==> src/rtl/fca_pkg.sv <==
package fca_pkg;
    localparam int FCA_ADDR_W      = 32;
    localparam int FCA_REGION_BITS = 5;

    typedef enum logic {
        ST_BLOCKED = 1'b0,
        ST_OPEN    = 1'b1
    } inval_state_e;
endpackage

==> src/rtl/fca_region_reg.sv <==
module fca_region_reg #(
    parameter int WIDTH = 32
) (
    input  logic             clk,
    input  logic             rst_n,
    input  logic             we,
    input  logic [WIDTH-1:0] wdata,
    output logic [WIDTH-1:0] q
);
    always_ff @(posedge clk or negedge rst_n) begin
        if (!rst_n) begin
            q <= '0;
        end else if (we) begin
            q <= wdata;
        end
    end

    // a write lands on the following edge
    p_write_lands_r2: assert property (@(posedge clk) disable iff (!rst_n)
        we |=> (q == $past(wdata)));
    // no strobe, no change
    p_hold_value_r2: assert property (@(posedge clk) disable iff (!rst_n)
        !we |=> $stable(q));
endmodule

==> src/rtl/fca_inval_fsm.sv <==
module fca_inval_fsm
    import fca_pkg::*;
(
    input  logic clk,
    input  logic rst_n,
    input  logic inval_done,
    output logic cache_open
);
    inval_state_e state_q, state_d;

    always_ff @(posedge clk or negedge rst_n) begin
        if (!rst_n) begin
            state_q <= ST_BLOCKED;
        end else begin
            state_q <= state_d;
        end
    end

    always_comb begin
        state_d = state_q;
        unique case (state_q)
            ST_BLOCKED: if (inval_done) state_d = ST_OPEN;
            ST_OPEN:    state_d = ST_OPEN;
            default:    state_d = ST_BLOCKED;
        endcase
    end

    always_comb begin
        cache_open = 1'b0;
        unique case (state_q)
            ST_BLOCKED: cache_open = 1'b0;
            ST_OPEN:    cache_open = 1'b1;
            default:    cache_open = 1'b0;
        endcase
    end

    // the pulse opens the machine on the sampling edge
    p_open_on_pulse_r6: assert property (@(posedge clk) disable iff (!rst_n)
        (state_q == ST_BLOCKED && inval_done) |=> (state_q == ST_OPEN));
    // without a pulse the machine stays blocked
    p_stay_blocked_r6: assert property (@(posedge clk) disable iff (!rst_n)
        (state_q == ST_BLOCKED && !inval_done) |=> (state_q == ST_BLOCKED));
    // open is sticky
    p_sticky_open_r7: assert property (@(posedge clk) disable iff (!rst_n)
        (state_q == ST_OPEN) |=> (state_q == ST_OPEN));
endmodule

==> src/rtl/fca_attr_mux.sv <==
module fca_attr_mux #(
    parameter int REGION_BITS = 5,
    localparam int NUM_REGIONS = 1 << REGION_BITS
) (
    input  logic                   xlate_en,
    input  logic                   page_inhibit,
    input  logic [REGION_BITS-1:0] region_idx,
    input  logic [NUM_REGIONS-1:0] region_bits,
    output logic                   attr_ok
);
    // Big-endian bit order: index 0 is the register MSB.
    logic [NUM_REGIONS-1:0] by_index;

    for (genvar i = 0; i < NUM_REGIONS; i++) begin : g_reverse
        assign by_index[i] = region_bits[NUM_REGIONS-1-i];
    end

    logic real_ok;
    assign real_ok = by_index[region_idx];

    always_comb begin
        if (xlate_en) begin
            attr_ok = ~page_inhibit;
        end else begin
            attr_ok = real_ok;
        end
    end
endmodule

==> src/rtl/fetch_cache_attr.sv <==
module fetch_cache_attr
    import fca_pkg::*;
#(
    parameter int ADDR_W      = FCA_ADDR_W,
    parameter int REGION_BITS = FCA_REGION_BITS
) (
    input  logic                        clk,
    input  logic                        rst_n,
    input  logic                        xlate_en,
    input  logic                        page_inhibit,
    input  logic [ADDR_W-1:0]           fetch_addr,
    input  logic                        region_we,
    input  logic [(1<<REGION_BITS)-1:0] region_wdata,
    output logic [(1<<REGION_BITS)-1:0] region_rdata,
    input  logic                        inval_done,
    output logic                        fetch_cachable
);
    localparam int NUM_REGIONS = 1 << REGION_BITS;
    localparam int LOW_W       = ADDR_W - REGION_BITS;

    logic [REGION_BITS-1:0] region_idx;
    logic [LOW_W-1:0]       unused_low_addr;
    logic                   cache_open;
    logic                   attr_ok;

    assign region_idx      = fetch_addr[ADDR_W-1 -: REGION_BITS];
    assign unused_low_addr = fetch_addr[LOW_W-1:0];

    fca_region_reg #(.WIDTH(NUM_REGIONS)) u_regs (
        .clk   (clk),
        .rst_n (rst_n),
        .we    (region_we),
        .wdata (region_wdata),
        .q     (region_rdata)
    );

    fca_inval_fsm u_fsm (
        .clk        (clk),
        .rst_n      (rst_n),
        .inval_done (inval_done),
        .cache_open (cache_open)
    );

    fca_attr_mux #(.REGION_BITS(REGION_BITS)) u_mux (
        .xlate_en     (xlate_en),
        .page_inhibit (page_inhibit),
        .region_idx   (region_idx),
        .region_bits  (region_rdata),
        .attr_ok      (attr_ok)
    );

    assign fetch_cachable = attr_ok & cache_open;

    // nothing is cachable before invalidation completes
    p_blocked_no_cache_r6: assert property (@(posedge clk) disable iff (!rst_n)
        !cache_open |-> !fetch_cachable);
    // an inhibited page is never cachable in translated mode
    p_inhibit_wins_r4: assert property (@(posedge clk) disable iff (!rst_n)
        (xlate_en && page_inhibit) |-> !fetch_cachable);
    // a clear register never yields a real-mode cachable fetch
    p_empty_reg_r3: assert property (@(posedge clk) disable iff (!rst_n)
        (!xlate_en && region_rdata == '0) |-> !fetch_cachable);
endmodule

==> config.mk <==
export PLATFORM = sky130hd
export DESIGN_NAME = fetch_cache_attr
export DESIGN_NICKNAME = d
export VERILOG_FILES = /design/src/rtl/fca_pkg.sv /design/src/rtl/fca_region_reg.sv /design/src/rtl/fca_inval_fsm.sv /design/src/rtl/fca_attr_mux.sv /design/src/rtl/fetch_cache_attr.sv
export SDC_FILE = /design/constraint.sdc
export NUM_CORES = 1
export LEC_CHECK = 0
export BUFFER_PORTS_ARGS = -buffer_cell sky130_fd_sc_hd__buf_2
export CAP_MARGIN = 5
export CORE_ASPECT_RATIO = 1.25
export CORE_MARGIN = 4
export CORE_UTILIZATION = 44
export CTS_CLUSTER_SIZE = 20
export DETAILED_ROUTE_END_ITERATION = 12
export GPL_TIMING_DRIVEN = 0
export HOLD_SLACK_MARGIN = 0.06
export PLACE_DENSITY = 0.88
export SYNTH_ARGS = -nofsm -noshare
export SYNTH_HDL_FRONTEND = slang
export SYNTH_SLANG_ARGS = --single-unit
export TNS_END_PERCENT = 1
==> constraint.sdc <==
create_clock -name clk -period 3.7 [get_ports clk]
set_clock_uncertainty 0.1 [all_clocks]
set_input_delay 0.185 -clock clk [delete_from_list [all_inputs] [get_ports clk]]
set_output_delay 0.185 -clock clk [all_outputs]
set_load 0.02 [all_outputs]
Word level (Yosys, flattened, before mapping). Cells that the tools add are included.

Order comparisons: 1. Muxes and demuxes: 6. Bitwise operators: 3.

Operator list (number): $lt 5x6->1 const B (1); $bmux 1 s5 (1); $pmux 1 s2 (2); $mux 1 (3); $not 1->1 (2); $and 1x1->1 (1).

Register bits: 33. Bits of input ports: 70. Output and inout port bits: 33. Word-level logic and storage cells: 12.

Longest topological paths before layout.
Depth in word-level cells: 4. Mapped depth: 5.

By module. Synthesis repeated with hierarchy kept, for this count alone.

Cell total of the unflattened synthesis: 115. Area total of the unflattened synthesis: 1741.7 um2.

By module, submodules not included: fca_region_reg (instances 1, cells an instance 68, area an instance 1345.0 um2); fca_attr_mux (instances 1, cells an instance 44, area an instance 359.1 um2); fca_inval_fsm (instances 1, cells an instance 2, area an instance 31.3 um2); fetch_cache_attr (instances 1, cells an instance 1, area an instance 6.3 um2).

Worst setup path before layout. No wires, ideal clock.

Kind: register -> output. From: register u_regs.q[18]. To: output port fetch_cachable. Data arrival time: 1.517 ns. Setup slack: 1.898 ns. Cell stages (with the launch flop): 5. Path through: dfrtp_1 -> mux4_1 -> mux2i_1 -> and3_1 -> a311oi_1.

Cells in the longest elaborated chain, start to end: 4.

Ends and longest elaborated chain: start: declaration (RTL line fca_region_reg.sv:8) `output logic [WIDTH-1:0] q`; start signal: assignment (RTL line fca_region_reg.sv:14) `q <= wdata;`; $bmux 1 s5 (RTL line fca_attr_mux.sv:19) `assign real_ok = by_index[region_idx];`; $mux 1 (not written as such) (RTL line fca_attr_mux.sv:19); $mux 1 (RTL line fca_attr_mux.sv:22) `if (xlate_en) begin`; $and 1x1->1 (RTL line fetch_cache_attr.sv:52) `assign fetch_cachable = attr_ok & cache_open;`; end: declaration (RTL line fetch_cache_attr.sv:16) `output logic fetch_cachable`.

Every way passes these cells. The select of a mux whose other input is x is not followed.

Worst setup path in the final report.
From: register u_regs.q[28]. To: output port fetch_cachable.

Same word-level chain as after synthesis.

==> metrics.txt <==
Hold Vio Cnt, Final=0; Crit-path slowest cell=mux4_1; status=completed; sequential cell area fraction in the yosys report=~53%; Post-synth EDFFs=0; reg2reg path depth=1; top_reg_cell synth=dfrtp_1; top post-synthesis cells by area=dfrtp_1 53%, mux2_2 26%, mux4_1 8.5%; die width=61.01 µm; Max Fclk=~460 MHz; Worst setup SP type=flop; Port-buffer cells=71; final antenna-violating net count=0; WP data arrival=between 1.5 and 2 ns; VDD IR max=0.3966 mV; First-pass DRT Iterations=4; Total Wirelength=~4500 µm; fin crit share=around 59%; Final Critical Period=2.178 ns; count leader, synth=mux2_2; Slew headroom=about half; mean post-synth cell area=~16 µm²; DIE AREA=4530 µm²; worst slew pin tran=roughly 0.74 ns; wire per inst=about 18 µm; area fraction of the dominant cell type after synthesis=roughly 53%; Initial Util=~47%; Core Rows=23; Tot GR Track Use=a little over a fifth; r2r startpoint=u_regs.q[30]; leak pwr=1.116 nW; Vias=between 1000 and 1500; GP Congestion=approximately 0.76; final setup fails=0; Syn Inst Count=97; RR Endpoint=u_regs.q[30]; end of the critical path=fetch_cachable; critical path depth=5; CTS tree=built; Setup CP Type=reg2out; top cells by count, synth=35 x mux2_2, 33 x dfrtp_1, 5 x mux4_1; Synth Register Bits=33; CTS root buf=clkbuf_8; clock buffer depth=2; Worst setup startpoint=u_regs.q[28]; I/O pin cnt=103; CTS sink cnt=33; Syn-to-layout area delta=53.68%; Vert. Die Dim=~74 µm; R2R Setup Slk=2.81 ns; worst-path fanout max=3; Slew Limit Fails=0; total core area=around 3300 µm²; drc violations=0; RSZ-0062 raised after global routing=no; CP peak stage delay=0.52 ns; vias in the first global route=between 1000 and 1500; Yosys warnings=0; worst path cell trace=mux4_1 > mux2_2 > nor4_2 > a311oi_1 > buf_2; max-cap viol count=0; Crit path buffers/inverters=1; Via density=about 5.2; initial antenna violation count=0; H-tree lvl count=2; HP Class=in2reg; post-synthesis cell area=1545 µm²; Post-CTS Setup Repair Bufs=0; pin count of the biggest net entering global routing=34; syn_nets=about 170; FFs w/ async S/R, synth=between 90% and 100%; Detail Placement HPWL=between 3000 and 4000 µm; Pwr Density=386.3 nW/µm²; post-route setup TNS=0 ns; clk_lat worst skew=about 0.28 ns; fillcell total=~230; Clock transition at path regs=roughly 0.06 ns; CP top delay family=multiplexers; wire length of the first global-routing pass=about 7000 µm; post-layout util=about 72%; global route overflow=0; post-synth top area cell=dfrtp_1; layout cells sized above 1=a little under three fifths; Unique masters post-synth=20; DRT iter0 DRCs=31; Critical Path End Type=output pin; Worst EP required=3.41 ns; Num CTS Buffers=5; Final #Nets=approximately 280
-- sequential cells by signal, summed over array words and instances, names as in the netlist --
name,flops
u_regs.q,32
u_fsm.state_q,1
-- placed cells by master (no fill, tap or decap), types with 2 or more instances in the layout --
cell            n
buf_2          71
mux2_2         35
dlygate4sd3_1  34
dfrtp_1        33
mux4_1          5
clkbuf_8        5
clkbuf_1        3
buf_1           3
diode_2         2
buf_6           2
mux4_2          2
mux2i_1         2
inv_1           2
clkinv_2        2
-- worst min path at each step --
stage                          from            end  slack, ns  depth (start not counted)
after global routing      region_we   u_regs.q[27]       0.26                          2
final                     region_we   u_regs.q[27]       0.25                          2
after detailed placement      rst_n   u_regs.q[11]       0.18                          1
after floorplan               rst_n  u_fsm.state_q      -0.21                          0
after CTS                 region_we   u_regs.q[26]       0.24                          2
after global placement        rst_n    u_regs.q[7]       0.15                          1
-- power breakdown --
part	switching [mW]	total, mW	internal, mW
combinational	0.115	0.237	0.122
clock	0.127	0.257	0.130
sequential	0.0270	0.423	0.396
total	0.269	0.917	0.648
-- repair_timing --
action | CTS | global route
endpoints found under the setup margin | 0 | 0
endpoints found under the hold margin | 66 | 0
hold buffers | 34 | 0
gates resized for setup | 0 | 0
-- layout make-up --
type	instances	area, µm²	area share [%]
tap	37	46.29	1.949
buffer	7	41.29	1.739
antenna	2	5.005	0.2107
timing repair buffer	105	695.7	29.29
sequential	33	825.8	34.77
multi-input combinational	55	670.6	28.24
clock buffer	6	72.57	3.056
inverter	2	7.507	0.3161
clock inverter	2	10.01	0.4215
-- cells by family after synthesis --
group	count (synthesis)	share of synthesized area (%)
mux	44	38.22
flops	33	53.44
buf+inv	9	3.158
simple gates	6	2.672
compound gates	5	2.510
-- through the flow --
step	area (µm²)	total power [mW]	std cells	setup slack (ns)	hold slack, ns
finish	2375	0.9175	249	1.522	0.2474
global route	2370	0.9597	247	1.476	0.2631
CTS	2370	0.9220	247	1.539	0.2360
detailed placement	1947	0.6366	205	1.852	0.1839
global placement	1947	0.6264	205	1.885	0.1544
floorplan	1545	0.5496	97	1.898	-0.2106
-- per-layer routing --
layer,vias up,wire (µm),track usage [%]
met5,-,0,0
met3,10,238,4.340
met1,643,1549,23.40
li1,593,-,-
met2,50,2537,39.71
met4,0,142,10.12
(Power assumes the default switching activity.)
